<file path="src/rtl/adc_host_pkg.sv">
`timescale 1ns/1ps
package adc_host_pkg;
  // command word: start, sgl/diff, odd/sign, two fill bits
  localparam int CMD_BITS  = 5;
  // null bits returned before the result
  localparam int NULL_BITS = 2;

  typedef enum logic [1:0] {
    ST_IDLE = 2'd0,
    ST_RUN  = 2'd1,
    ST_GAP  = 2'd2
  } seq_state_t;
endpackage

</file>
<file path="src/rtl/adc_sclk_div.sv">
`timescale 1ns/1ps
module adc_sclk_div #(
  parameter int DIV = 4
) (
  input  logic clk,
  input  logic rst,
  input  logic en,
  output logic tick
);
  localparam int CW = (DIV > 1) ? $clog2(DIV) : 1;
  localparam logic [CW-1:0] LAST = CW'(DIV - 1);

  logic [CW-1:0] cnt;

  assign tick = en && (cnt == LAST);

  always_ff @(posedge clk) begin
    if (rst || !en) cnt <= '0;
    else if (tick)  cnt <= '0;
    else            cnt <= cnt + 1'b1;
  end


  div_range_chk: assert property (@(posedge clk) disable iff (rst)
    cnt <= LAST);
endmodule

</file>
<file path="src/rtl/adc_cmd_shift.sv">
`timescale 1ns/1ps
module adc_cmd_shift #(
  parameter int CMD_W = 5
) (
  input  logic clk,
  input  logic rst,
  input  logic load,
  input  logic shift,
  input  logic sgl,
  input  logic odd,
  output logic bit_o
);
  logic [CMD_W-1:0] sr;

  always_ff @(posedge clk) begin
    if (rst)        sr <= '0;
    else if (load)  sr <= {1'b1, sgl, odd, {(CMD_W-3){1'b0}}};
    else if (shift) sr <= {sr[CMD_W-2:0], 1'b0};
  end

  assign bit_o = sr[CMD_W-1];
endmodule

</file>
<file path="src/rtl/adc_res_shift.sv">
`timescale 1ns/1ps
module adc_res_shift #(
  parameter int RES_W = 8
) (
  input  logic             clk,
  input  logic             rst,
  input  logic             clr,
  input  logic             en,
  input  logic             d,
  output logic [RES_W-1:0] q
);
  always_ff @(posedge clk) begin
    if (rst || clr) q <= '0;
    else if (en)    q <= {q[RES_W-2:0], d};
  end
endmodule

</file>
<file path="src/rtl/adc_host_ctrl.sv">
`timescale 1ns/1ps
module adc_host_ctrl #(
  parameter int CLK_DIV = 4,
  parameter int RES_W   = 8
) (
  input  logic             clk,
  input  logic             rst,
  input  logic             start_i,
  input  logic             shared_mode_i,
  input  logic             sgl_i,
  input  logic             odd_i,
  input  logic             dout_i,
  input  logic             sio_i,
  output logic             busy_o,
  output logic             cs_n_o,
  output logic             sclk_o,
  output logic             din_o,
  output logic             sio_o,
  output logic             sio_oe_o,
  output logic             result_valid_o,
  output logic [RES_W-1:0] result_o
);
  import adc_host_pkg::*;

  localparam int CMD_W      = CMD_BITS;
  localparam int LAST_RISE  = CMD_W + NULL_BITS + RES_W;
  localparam int FIRST_DATA = CMD_W + NULL_BITS + 1;
  localparam int CNT_W      = $clog2(LAST_RISE + 1);
  localparam logic [CNT_W-1:0] REL_IDX  = CNT_W'(CMD_W);
  localparam logic [CNT_W-1:0] DATA_IDX = CNT_W'(FIRST_DATA);
  localparam logic [CNT_W-1:0] END_IDX  = CNT_W'(LAST_RISE);

  seq_state_t       state;
  logic             tick, div_en, rise_ev, fall_ev;
  logic             shared_q, rel_pend, gap_half;
  logic [CNT_W-1:0] rise_cnt, rise_nxt;
  logic             load_cmd, shift_cmd, cmd_bit, cap_en, line_in;
  logic [RES_W-1:0] shreg;

  assign div_en    = (state != ST_IDLE);
  assign rise_ev   = (state == ST_RUN) && tick && !sclk_o;
  assign fall_ev   = (state == ST_RUN) && tick &&  sclk_o;
  assign rise_nxt  = rise_cnt + 1'b1;
  assign load_cmd  = (state == ST_IDLE) && start_i;
  assign shift_cmd = fall_ev && (rise_cnt < REL_IDX);
  assign line_in   = shared_q ? sio_i : dout_i;
  assign cap_en    = rise_ev && (rise_nxt >= DATA_IDX);
  assign busy_o    = (state != ST_IDLE);
  assign din_o     = cmd_bit;
  assign sio_o     = cmd_bit;

  adc_sclk_div #(.DIV(CLK_DIV)) u_div (
    .clk(clk), .rst(rst), .en(div_en), .tick(tick)
  );

  adc_cmd_shift #(.CMD_W(CMD_W)) u_cmd (
    .clk(clk), .rst(rst), .load(load_cmd), .shift(shift_cmd),
    .sgl(sgl_i), .odd(odd_i), .bit_o(cmd_bit)
  );

  adc_res_shift #(.RES_W(RES_W)) u_res (
    .clk(clk), .rst(rst), .clr(load_cmd), .en(cap_en),
    .d(line_in), .q(shreg)
  );

  always_ff @(posedge clk) begin
    if (rst) begin
      state          <= ST_IDLE;
      cs_n_o         <= 1'b1;
      sclk_o         <= 1'b0;
      rise_cnt       <= '0;
      shared_q       <= 1'b0;
      sio_oe_o       <= 1'b0;
      rel_pend       <= 1'b0;
      gap_half       <= 1'b0;
      result_valid_o <= 1'b0;
      result_o       <= '0;
    end else begin
      result_valid_o <= 1'b0;
      rel_pend       <= 1'b0;
      if (rel_pend) sio_oe_o <= 1'b0;
      unique case (state)
        ST_IDLE: begin
          if (start_i) begin
            state    <= ST_RUN;
            cs_n_o   <= 1'b0;
            rise_cnt <= '0;
            shared_q <= shared_mode_i;
            sio_oe_o <= shared_mode_i;
          end
        end
        ST_RUN: begin
          if (rise_ev) begin
            sclk_o   <= 1'b1;
            rise_cnt <= rise_nxt;
            if (rise_nxt == REL_IDX) rel_pend <= shared_q;
          end else if (fall_ev) begin
            sclk_o <= 1'b0;
            if (rise_cnt == END_IDX) begin
              state          <= ST_GAP;
              cs_n_o         <= 1'b1;
              result_valid_o <= 1'b1;
              result_o       <= shreg;
              gap_half       <= 1'b0;
            end
          end
        end
        ST_GAP: begin
          if (tick) begin
            if (gap_half) state <= ST_IDLE;
            else          gap_half <= 1'b1;
          end
        end
        default: state <= ST_IDLE;
      endcase
    end
  end


  sclk_idle_chk: assert property (@(posedge clk) disable iff (rst)
    cs_n_o |-> !sclk_o);

  cmd_stable_chk: assert property (@(posedge clk) disable iff (rst)
    $rose(sclk_o) |-> $stable(din_o));

  valid_pulse_chk: assert property (@(posedge clk) disable iff (rst)
    result_valid_o |=> !result_valid_o);

  valid_cs_chk: assert property (@(posedge clk) disable iff (rst)
    $rose(cs_n_o) |-> result_valid_o);

  oe_sep_chk: assert property (@(posedge clk) disable iff (rst)
    !shared_q |-> !sio_oe_o);

  oe_release_chk: assert property (@(posedge clk) disable iff (rst)
    (!cs_n_o && !sclk_o && rise_cnt >= REL_IDX) |-> !sio_oe_o);

  gap_hold_chk: assert property (@(posedge clk) disable iff (rst)
    (state == ST_GAP) |=> !$fell(cs_n_o));
endmodule

</file>
<file path="config.mk">
export PLATFORM = sky130hd
export DESIGN_NAME = adc_host_ctrl
export DESIGN_NICKNAME = d
export VERILOG_FILES = /design/src/rtl/adc_host_pkg.sv /design/src/rtl/adc_sclk_div.sv /design/src/rtl/adc_cmd_shift.sv /design/src/rtl/adc_res_shift.sv /design/src/rtl/adc_host_ctrl.sv
export SDC_FILE = /design/constraint.sdc
export NUM_CORES = 1
export LEC_CHECK = 0
export BUFFER_PORTS_ARGS = -buffer_cell sky130_fd_sc_hd__buf_2
export CAP_MARGIN = 25
export CORE_AREA = 2 2 60 67
export CTS_CLUSTER_SIZE = 10
export DETAILED_ROUTE_END_ITERATION = 7
export DIE_AREA = 0 0 62 69
export PLACE_DENSITY_LB_ADDON = 0.12
export SKIP_CTS_REPAIR_TIMING = 1
export SLEW_MARGIN = 10
export SYNTH_ARGS = -nofsm -noshare
export SYNTH_HDL_FRONTEND = slang
export SYNTH_SLANG_ARGS = --single-unit
</file>
<file path="constraint.sdc">
create_clock -name clk -period 3.2 [get_ports clk]
set_input_delay 0.32 -clock clk [delete_from_list [all_inputs] [get_ports clk]]
set_output_delay 0.32 -clock clk [all_outputs]
set_load 0.01 [all_outputs]
</file>
==> summary.txt, run 1 <==
Outcome
  – Outcome: finished clean

Global routing
  – Grt met3 use: 0.0507
  – Initial antenna violation count: 0
  – Top Usage Layer GRT: met2
  – Total global-route track usage: 0.141
  – Grt ovf: 0
  – Global-route wire length before repair: 4490 um
  – M1 GR Usage: 0.166
  – Vias in the first global route: 1002
  – Met2 Track Usage GR: 0.223
  – Largest net degree at the start of global routing: 28

Timing
  – Minimum clock period: 1930 ps
  – Final Hold Fails: 0
  – Fmax: 519 MHz
  – Final Max Tran Viols: 0
  – Final worst path period share: 0.603
  – RSZ-0062 raised after global routing: no
  – Final Skew: 7.36 ps
  – Setup TNS: 0 ps
  – Worst-margin pin slew: 637 ps
  – Rel. slew slack: 0.574
  – Hold slack: 277 ps
  – # setup viols final: 0

Yosys
  – XOR/XNOR share of the synthesized area: 0.0123
  – Synth Area in Compound Gates: 0.0834
  – #FFs+latches synth: 34
  – Seq/Total Area, Yosys: 0.478
  – Synth Area per Inst: 9.76 um^2
  – Mapped Nets: 158
  – Synth Cell Area: 1430 um^2
  – Simple-Gate Fraction of Synth Area: 0.221
  – Mux cell area share after synthesis: 0.127
  – Synth Instances: 146
  – Main combinational cell family by area after synthesis: simple AND/OR/NAND/NOR gates
  – Synth Area in Adders: 0.0351
  – Synth unique cells: 40
  – Warnings from Yosys: 0

Worst setup path
  – CP max stage cell: nor2_1
  – Worst R2R End: result_o[6]$_SDFFE_PP0P_
  – Most frequent CP cell: nor2_1
  – CP Cell Sequence: ha_1 -> nand3b_4 -> nor2_1 -> buf_4 -> mux2i_1 -> nor2_1
  – Worst-path fanout max: 8
  – R2r setup slk: 1270 ps
  – Arr. time, crit path: 2080 ps
  – R2R Path Start: u_div.cnt[0]$_SDFF_PP0_
  – Critical path buffers and inverters: 1
  – Setup CP Type: reg -> reg
  – Critical Path RT: 3350 ps
  – Critical path capture point type: flop
  – Crit start category: flop
  – Crit-path leading delay family: simple AND/OR/NAND/NOR gates
  – R2R depth: 6
  – Crit path largest cell delay: 460 ps

Power and ir drop
  – Power per cell area: 483 nW/um^2
  – Leakage: 0.676 nW
  – Peak supply drop: 0.249 mV

Min path
  – Worst Hold Class: in -> reg
  – WHS Endpoint: u_cmd.sr[2]$_SDFFE_PP0P_
  – Hold depth: 3
  – Worst min-delay path startpoint: odd_i

Floorplanning
  – Die Area: 4280 um^2
  – Num rows: 23
  – Initial Util: 0.396
  – I/O pins: 23
  – Chip width: 62 um
  – Die Ht: 69 um
  – Core area: 3600 um^2

Route
  – Routed wire length: 2750 um
  – Routed wire per std cell: 12.6 um
  – First DRT Iteration DRCs: 33
  – Remaining DRCs: 0
  – DRT antenna net count: 0
  – TritonRoute pass-1 iters: 4
  – Via count: 1099
  – Via-per-instance ratio: 5.04

Place
  – Buffers on Ports: 22
  – Routability cong.: 0.734
  – HPWL after detailed placement: 2000 um

Clock network
  – Max clock buf depth: 2
  – TritonCTS clock tree: done
  – H-tree depth: 2
  – Total CTS buffers: 5
  – Root buffer cell: clkbuf_8
  – CTS Sinks: 34
  – Worst-Skew Late Latency: 280 ps
  – Clock slew at reported path FFs: 60 ps

Cells and area
  – Layout cell share with drive strength beyond 1: 0.226
  – # diodes: 0
  – Area grow syn2layout: 15.8%
  – Number of nets in the layout: 179

Job
  – Max cap viols: 0
power breakdown:
part	leakage, nW	internal [mW]	switching (mW)
sequential	0.276	0.431	0.00661
clock	0.0482	0.173	0.144
combinational	0.352	0.0171	0.0254
layer usage:
metal	vias to the layer above	routed length (um)	part of all wire
li1	545	-	-
met5	-	0	0
met4	0	48	0.017
met3	6	138	0.050
met1	517	1240	0.45
met2	31	1330	0.48
final cells by class:
cell class | count | area, um^2
clock buffers | 7 | 86.3
inverters | 4 | 15.0
fillers | 372 | 1950
flip-flops and latches | 34 | 681
repair buffers | 23 | 118
clock inverters | 1 | 5.00
multi-input cells | 99 | 683
well taps | 50 | 62.6
worst register-to-register path: stages (launching register included):
cell and delay [ps]:
dfxtp_1 340, ha_1 350, nand3b_4 140, nor2_1 470
buf_4 270, mux2i_1 190, nor2_1 50
metrics by stage:
stage | std cells | power, mW | utilization | worst slack (ps) | area [um^2]
global placement | 210 | 0.489 | 0.433 | 1340 | 1560
floorplan | 146 | 0.476 | - | 1700 | 1430
global route | 218 | 0.836 | 0.459 | 1140 | 1650
finish | 218 | 0.797 | 0.459 | 1270 | 1650
CTS | 218 | 0.808 | 0.459 | 1230 | 1650
detailed placement | 210 | 0.490 | 0.433 | 1240 | 1560
cell usage after synthesis, drive strengths merged:
cell type,n,share of area
nand4bb,1,0.0079
a21oi,10,0.035
xnor2,1,0.0061
nor2b,1,0.0044
a211oi,1,0.0088
or3b,1,0.0061
nor3b,1,0.0053
a2bb2oi,1,0.0061
nor4,1,0.0044
nor2,20,0.056
nand3,1,0.0035
a22oi,1,0.0053
and3,1,0.0044
mux2,1,0.0079
nand2,16,0.042
nand4,1,0.0044
nor4b,3,0.029
buf,4,0.018
and4bb,1,0.0088
a31oi,1,0.0044
dfxtp,34,0.48
o211ai,1,0.0053
a211o,1,0.0061
xor2,1,0.0061
nand3b,3,0.025
o21ai,2,0.0070
nor3,2,0.0070
clkbuf,5,0.015
nand2b,1,0.0044
mux2i,17,0.12
or3,1,0.0044
ha,4,0.035
a21o,1,0.0053
inv,4,0.011
or2,1,0.0044
cells in the final DEF, fill, tap and decap left out, types with 2 or more instances in the layout:
cell type	count
a21oi_1	10
buf_2	22
clkbuf_8	6
dfxtp_1	34
ha_1	4
inv_1	4
mux2i_1	17
nand2_1	16
nand3b_1	2
nor2_1	18
nor2_2	2
nor3_1	2
nor4b_1	2
o21ai_0	2
cells by family after synthesis:
group / Yosys count
AND/OR/NAND/NOR: 56
flip-flops: 34
AO/OA/AOI/OAI: 19
multiplexers: 18
buffers and inverters: 13
adder cells (fa/ha/maj): 4
XOR/XNOR: 2
sequential cells by signal, summed over array words and instances (netlist names):
register / cells
u_res.q: 8
cs_n_o: 1
sclk_o: 1
shared_q: 1
result_valid_o: 1
gap_half: 1
rise_cnt: 4
u_cmd.sr: 3
result_o: 8
rel_pend: 1
u_div.cnt: 2
sio_oe_o: 1
state: 2
how the worst max path moves through the flow:
stage                                         from                  endpoint  cells after the start
after detailed placement   u_div.cnt[0]$_SDFF_PP0_  result_o[7]$_SDFFE_PP0P_                      6
final                      u_div.cnt[0]$_SDFF_PP0_  result_o[6]$_SDFFE_PP0P_                      6
after global routing      rise_cnt[0]$_SDFFE_PP0P_  result_o[6]$_SDFFE_PP0P_                      6
after floorplan           rise_cnt[0]$_SDFFE_PP0P_       cs_n_o$_SDFFE_PP1P_                      5
after CTS                  u_div.cnt[0]$_SDFF_PP0_  result_o[4]$_SDFFE_PP0P_                      6
after global placement     u_div.cnt[0]$_SDFF_PP0_  result_o[6]$_SDFFE_PP0P_                      6
(Power assumes the default switching activity.)
==> run 2, diff against run 1 <==
==> constraint.sdc (replaced) <==
create_clock -name clk -period 1.9 [get_ports clk]
set_input_delay 0.19 -clock clk [delete_from_list [all_inputs] [get_ports clk]]
set_output_delay 0.19 -clock clk [all_outputs]
set_load 0.01 [all_outputs]
==> summary.txt, run 2 (synthesis gave the netlist of run 1 again) <==
Outcome
  – Outcome: finished clean (unchanged)

Timing
  – Minimum clock period: 1630 ps (was 1930 ps)
  – Worst-margin pin slew: 498 ps (was 637 ps)
  – Final setup margin: 270 ps (was 1270 ps)
  – Fmax: 613 MHz (was 519 MHz)
  – Rel. slew slack: 0.668 (was 0.574)
  – Final Max Tran Viols: 0 (unchanged)
  – Final Skew: 5.28 ps (was 7.36 ps)
  – Final Hold Fails: 0 (unchanged)
  – # setup viols final: 0 (unchanged)
  – Setup TNS: 0 ps (unchanged)
  – RSZ-0062 raised after global routing: no (unchanged)
  – Final worst path period share: 0.858 (was 0.603)

Clock network
  – Total CTS buffers: 5 (unchanged)
  – Root buffer cell: clkbuf_8 (unchanged)
  – TritonCTS clock tree: done (unchanged)
  – CTS Sinks: 34 (unchanged)
  – H-tree depth: 2 (unchanged)
  – Max clock buf depth: 2 (unchanged)
  – Clock slew at reported path FFs: 70 ps (was 60 ps)
  – Worst-Skew Late Latency: 280 ps (about the same)

Place
  – HPWL after detailed placement: 1940 um (was 2000 um)
  – Buffers on Ports: 22 (unchanged)
  – DP Worst Slack: 259 ps (was 1240 ps)
  – Inst Count DP: 212 (was 210)
  – Routability cong.: 0.828 (was 0.734)

Global routing
  – Total global-route track usage: 0.139 (was 0.141)
  – Global-route wire length before repair: 4490 um (unchanged)
  – Largest net degree at the start of global routing: 28 (unchanged)
  – Vias in the first global route: 1005 (was 1002)
  – Initial antenna violation count: 0 (unchanged)
  – Grt ovf: 0 (unchanged)

Floorplanning
  – Chip width: 62 um (unchanged)
  – I/O pins: 23 (unchanged)
  – Die Ht: 69 um (unchanged)
  – Num rows: 23 (unchanged)
  – Die Area: 4280 um^2 (unchanged)
  – Core area: 3600 um^2 (unchanged)
  – Initial Util: 0.396 (unchanged)

Route
  – First DRT Iteration DRCs: 51 (was 33)
  – Routed met2 length: 1250 um (was 1330 um)
  – Routed wire per std cell: 12.1 um (was 12.6 um)
  – Met3 WL: 141 um (was 138 um)
  – DRT antenna net count: 0 (unchanged)
  – Routed wire length: 2660 um (was 2750 um)
  – Via count: 1075 (was 1099)
  – Via-per-instance ratio: 4.89 (was 5.04)
  – DR top layer: met4 (unchanged)
  – TritonRoute pass-1 iters: 4 (unchanged)
  – Remaining DRCs: 0 (unchanged)
  – Wl on met1: 1220 um (was 1240 um)

Cells and area
  – Finished Layout Cells: 220 (was 218)
  – Layout cell share with drive strength beyond 1: 0.241 (was 0.226)
  – # diodes: 0 (unchanged)
  – Area grow syn2layout: 18.2% (was 15.8%)
  – Number of nets in the layout: 181 (was 179)
  – Fin util: 0.468 (was 0.459)
  – Most frequent cells in the layout: dfxtp_1, buf_2, nor2_1 (unchanged)
  – Most common cell after layout, fill and taps aside: dfxtp_1 (unchanged)
  – Top Registers: result_o: 8 flops, u_res.q: 8 flops, rise_cnt: 4 flops (unchanged)

Power and ir drop
  – Peak supply drop: 0.484 mV (was 0.249 mV)
  – NetSw: 0.299 mW (was 0.176 mW)
  – Reg power frac: 0.519 (was 0.549)
  – Clock group share of total power: 0.429 (was 0.398)
  – Sw frac: 0.210 (was 0.220)
  – Power per cell area: 844 nW/um^2 (was 483 nW/um^2)
  – Combinational power share: 0.052 (was 0.053)
  – Final Power: 1.42 mW (was 0.797 mW)
  – Leakage: 0.694 nW (was 0.676 nW)
  – P_int: 1.12 mW (was 0.621 mW)

Worst setup path
  – Worst R2R End: u_cmd.sr[3]$_SDFFE_PP0P_ (was result_o[6]$_SDFFE_PP0P_)
  – Setup CP Type: reg -> reg (unchanged)
  – Worst-path fanout max: 8 (unchanged)
  – R2R depth: 5 (was 6)
  – R2r setup slk: 270 ps (was 1270 ps)
  – R2R Path Start: u_div.cnt[0]$_SDFF_PP0_ (unchanged)
  – Arr. time, crit path: 1780 ps (was 2080 ps)
  – Critical Path RT: 2050 ps (was 3350 ps)
  – Critical path capture point type: flop (unchanged)
  – Crit start category: flop (unchanged)

Min path
  – Worst min-delay path startpoint: odd_i (unchanged)
  – WHS Endpoint: u_cmd.sr[2]$_SDFFE_PP0P_ (unchanged)
  – Hold depth: 3 (unchanged)
  – Worst Hold Class: in -> reg (unchanged)

Job
  – Max cap viols: 0 (unchanged)
## run 2: worst max-delay path by stage
| stage | to | slack [ps] | start |
|---|---|---|---|
| after floorplan | cs_n_o$_SDFFE_PP1P_ | 400 | rise_cnt[0]$_SDFFE_PP0P_ |
| after global placement | u_cmd.sr[3]$_SDFFE_PP0P_ | 330 | u_div.cnt[0]$_SDFF_PP0_ |
| after detailed placement | u_cmd.sr[3]$_SDFFE_PP0P_ | 260 | u_div.cnt[0]$_SDFF_PP0_ |
| after CTS | u_cmd.sr[3]$_SDFFE_PP0P_ | 260 | u_div.cnt[0]$_SDFF_PP0_ |
| after global routing | cs_n_o$_SDFFE_PP1P_ | 170 | rise_cnt[0]$_SDFFE_PP0P_ |
| final | u_cmd.sr[3]$_SDFFE_PP0P_ | 270 | u_div.cnt[0]$_SDFF_PP0_ |
## run 2: layer usage
metal  vias to the layer above  GRT usage
met5                         -          0
met4                         0     0.0709
met3                         5     0.0394
met2                        27      0.206
met1                       495      0.179
li1                        548          -
## run 2: area by class of cell
cell class | count | area, um^2
clock buffer | 8 | 110
sequential | 34 | 681
fill | 359 | 1910
timing repair buffer | 25 | 133
inverter | 4 | 15.0
tap | 50 | 62.6
multi-input combinational | 99 | 683
## run 2: stage by stage
| step | hold slack [ps] | instance area [um^2] |
|---|---|---|
| 5_1_grt | 151 | 1680 |
| 3_3_place_gp | 416 | 1570 |
| 6_report | 149 | 1680 |
| 3_5_place_dp | 428 | 1570 |
| 4_1_cts | 141 | 1680 |
| 2_1_floorplan | 333 | 1430 |
## run 2: power by group through the flow
stage / Sequential [mW] / Clock, mW / Combinational (mW)
CTS: 0.737 / 0.630 / 0.0755
detailed placement: 0.753 / 0 / 0.0750
global route: 0.738 / 0.667 / 0.0840
global placement: 0.752 / 0 / 0.0743
finish: 0.737 / 0.610 / 0.0744
floorplan: 0.753 / 0 / 0.0491
## run 2: critical path: stages, from the launching register on
cell      delay, ps
dfxtp_1         340
ha_1            350
nand3b_4        140
nor4b_4         330
mux2i_1         260
a211oi_2         90
==> run 3, diff against run 2 <==
--- a/config.mk
+++ b/config.mk
@@ -7,10 +7,11 @@
 export LEC_CHECK = 0
 export BUFFER_PORTS_ARGS = -buffer_cell sky130_fd_sc_hd__buf_2
 export CAP_MARGIN = 25
-export CORE_AREA = 2 2 60 67
-export CTS_CLUSTER_SIZE = 10
+export CELL_PAD_IN_SITES_DETAIL_PLACEMENT = 1
+export CELL_PAD_IN_SITES_GLOBAL_PLACEMENT = 1
+export CORE_AREA = 2 2 62 70
 export DETAILED_ROUTE_END_ITERATION = 7
-export DIE_AREA = 0 0 62 69
+export DIE_AREA = 0 0 64 72
 export PLACE_DENSITY_LB_ADDON = 0.12
 export SKIP_CTS_REPAIR_TIMING = 1
 export SLEW_MARGIN = 10
==> constraint.sdc (replaced) <==
create_clock -name clk -period 1.5 [get_ports clk]
set_input_delay 0.15 -clock clk [delete_from_list [all_inputs] [get_ports clk]]
set_output_delay 0.15 -clock clk [all_outputs]
set_load 0.01 [all_outputs]
==> summary.txt, run 3 (synthesis gave the netlist of run 1 again) <==
Global routing
  – Largest net degree at the start of global routing: 12 (was 28)
  – Grt ovf: 0 (unchanged)
  – Initial antenna violation count: 0 (unchanged)
  – Global-route wire length before repair: 5840 um (was 4490 um)
  – Total global-route track usage: 0.165 (was 0.139)
  – Vias in the first global route: 1292 (was 1005)

Place
  – DP Worst Slack: -42.4 ps (was 259 ps)
  – HPWL after detailed placement: 2550 um (was 1940 um)
  – Inst Count DP: 226 (was 212)
  – Post-DP Area: 1690 um^2 (was 1570 um^2)
  – Routability cong.: 0.813 (was 0.828)
  – Buffers on Ports: 22 (unchanged)

Cells and area
  – Number of nets in the layout: 193 (was 181)
  – Layout cell share with drive strength beyond 1: 0.331 (was 0.241)
  – Most frequent cells in the layout: dfxtp_1, buf_2, nor2_1 (unchanged)
  – Most common cell after layout, fill and taps aside: dfxtp_1 (unchanged)
  – Finished Layout Cells: 233 (was 220)
  – Design area: 1810 um^2 (was 1680 um^2)
  – Top Registers: result_o: 8 flops, u_res.q: 8 flops, rise_cnt: 4 flops (unchanged)
  – Area grow syn2layout: 26.9% (was 18.2%)
  – # diodes: 0 (unchanged)
  – Fin util: 0.467 (was 0.468)

Worst setup path
  – R2R Path Start: u_div.cnt[1]$_SDFF_PP0_ (was u_div.cnt[0]$_SDFF_PP0_)
  – Setup CP Type: reg -> reg (unchanged)
  – Arr. time, crit path: 1620 ps (was 1780 ps)
  – R2R depth: 5 (unchanged)
  – CP Cell Sequence: ha_4 -> nand3b_4 -> nor4b_4 -> mux2i_1 -> a211oi_2 (was ha_1 -> nand3b_4 -> nor4b_4 -> mux2i_1 -> a211oi_2)
  – Crit start category: flop (unchanged)
  – Critical path capture point type: flop (unchanged)
  – CP max stage cell: nor4b_4 (was ha_1)
  – R2r setup slk: 50 ps (was 270 ps)
  – Crit path largest cell delay: 360 ps (was 350 ps)
  – Worst-path fanout max: 5 (was 8)
  – Worst R2R End: u_cmd.sr[3]$_SDFFE_PP0P_ (unchanged)
  – Critical Path RT: 1670 ps (was 2050 ps)

Timing
  – Final Skew: 9.38 ps (was 5.28 ps)
  – Final Hold Fails: 0 (unchanged)
  – Fmax: 690 MHz (was 613 MHz)
  – # setup viols final: 0 (unchanged)
  – Worst-margin pin slew: 312 ps (was 498 ps)
  – Final Max Tran Viols: 0 (unchanged)
  – Final setup margin: 50.1 ps (was 270 ps)
  – Rel. slew slack: 0.791 (was 0.668)
  – Minimum clock period: 1450 ps (was 1630 ps)
  – RSZ-0062 raised after global routing: yes (was no)
  – Final worst path period share: 0.967 (was 0.858)

Power and ir drop
  – Peak supply drop: 0.559 mV (was 0.484 mV)
  – Final Power: 1.69 mW (was 1.42 mW)
  – Leakage: 0.745 nW (was 0.694 nW)
  – Power per cell area: 932 nW/um^2 (was 844 nW/um^2)

Floorplanning
  – Initial Util: 0.368 (was 0.396)
  – Core area: 3870 um^2 (was 3600 um^2)
  – Die Ht: 72 um (was 69 um)
  – Chip width: 64 um (was 62 um)
  – I/O pins: 23 (unchanged)
  – Num rows: 24 (was 23)
  – Die Area: 4610 um^2 (was 4280 um^2)

Route
  – Remaining DRCs: 0 (unchanged)
  – TritonRoute pass-1 iters: 4 (unchanged)
  – First DRT Iteration DRCs: 44 (was 51)
  – Via-per-instance ratio: 4.84 (was 4.89)
  – Routed wire length: 3300 um (was 2660 um)
  – DRT antenna net count: 0 (unchanged)
  – Routed wire per std cell: 14.2 um (was 12.1 um)
  – Via count: 1128 (was 1075)

Clock network
  – Worst-Skew Late Latency: 290 ps (was 280 ps)
  – Max clock buf depth: 2 (unchanged)
  – Clock slew at reported path FFs: 70 ps (about the same)
  – Total CTS buffers: 5 (unchanged)
  – Root buffer cell: clkbuf_8 (unchanged)
  – H-tree depth: 2 (unchanged)
  – TritonCTS clock tree: done (unchanged)
  – CTS Sinks: 34 (unchanged)

Min path
  – Worst Hold Class: in -> reg (unchanged)
  – Worst min-delay path startpoint: odd_i (unchanged)
  – Hold depth: 3 (unchanged)
  – WHS Endpoint: u_cmd.sr[2]$_SDFFE_PP0P_ (unchanged)

Outcome
  – Outcome: finished clean (unchanged)

Job
  – Max cap viols: 0 (unchanged)
## run 3: changes by cell type in the layout (fill, tap and decap cells not counted)
cell and change:
clkinv_2 +2, ha_4 +2, buf_4 +10, dfxtp_2 +4, buf_12 +2, ha_1 -2, clkbuf_8 -3, dfxtp_1 -6
dfxtp_4 +2
## run 3: how the worst max path moves through the flow
stage	from	endpoint	cells after the start
floorplan	rise_cnt[0]$_SDFFE_PP0P_	cs_n_o$_SDFFE_PP1P_	5
global placement	rise_cnt[0]$_SDFFE_PP0P_	cs_n_o$_SDFFE_PP1P_	5
detailed placement	rise_cnt[1]$_SDFFE_PP0P_	cs_n_o$_SDFFE_PP1P_	5
CTS	u_div.cnt[0]$_SDFF_PP0_	u_cmd.sr[3]$_SDFFE_PP0P_	5
global route	u_div.cnt[1]$_SDFF_PP0_	u_cmd.sr[3]$_SDFFE_PP0P_	5
finish	u_div.cnt[1]$_SDFF_PP0_	u_cmd.sr[3]$_SDFFE_PP0P_	5
## run 3: cell type report
type	count	area [um^2]
Fill cell	467	2070
Multi-Input combinational cell	99	708
Sequential cell	34	693
Timing Repair Buffer	37	248
Clock buffer	5	68.8
Tap cell	52	65.1
Inverter	4	15.0
Clock inverter	2	10.0
## run 3: report_power, final
part           switching, mW  total (mW)  internal [mW]  leakage [nW]
registers             0.0157       0.932          0.917         0.279
clock network          0.331       0.642          0.311        0.0438
logic                 0.0601       0.111         0.0505         0.422
## run 3: through the flow
step / hold WS (ps) / TNS [ps]
6_report: 106 / 0
5_1_grt: 120 / -85.5
4_1_cts: 96.2 / -137
3_5_place_dp: 397 / -90.1
3_3_place_gp: 380 / 0
2_1_floorplan: 293 / 0
## run 3: critical path, delay by kind of cell, from the launching register on
kind / cells / cell delay [ps]
compound gates: 1 / 90
fa+ha+maj: 1 / 170
flops: 1 / 350
mux: 1 / 260
simple gates: 2 / 460
## run 3: routing by layer
| layer | vias up | global-route usage | routed length, um |
|---|---|---|---|
| li1 | 564 | - | - |
| met1 | 538 | 0.167 | 1350 |
| met2 | 20 | 0.317 | 1770 |
| met3 | 6 | 0.0434 | 122 |
| met4 | 0 | 0.0652 | 55 |
| met5 | - | 0 | 0 |
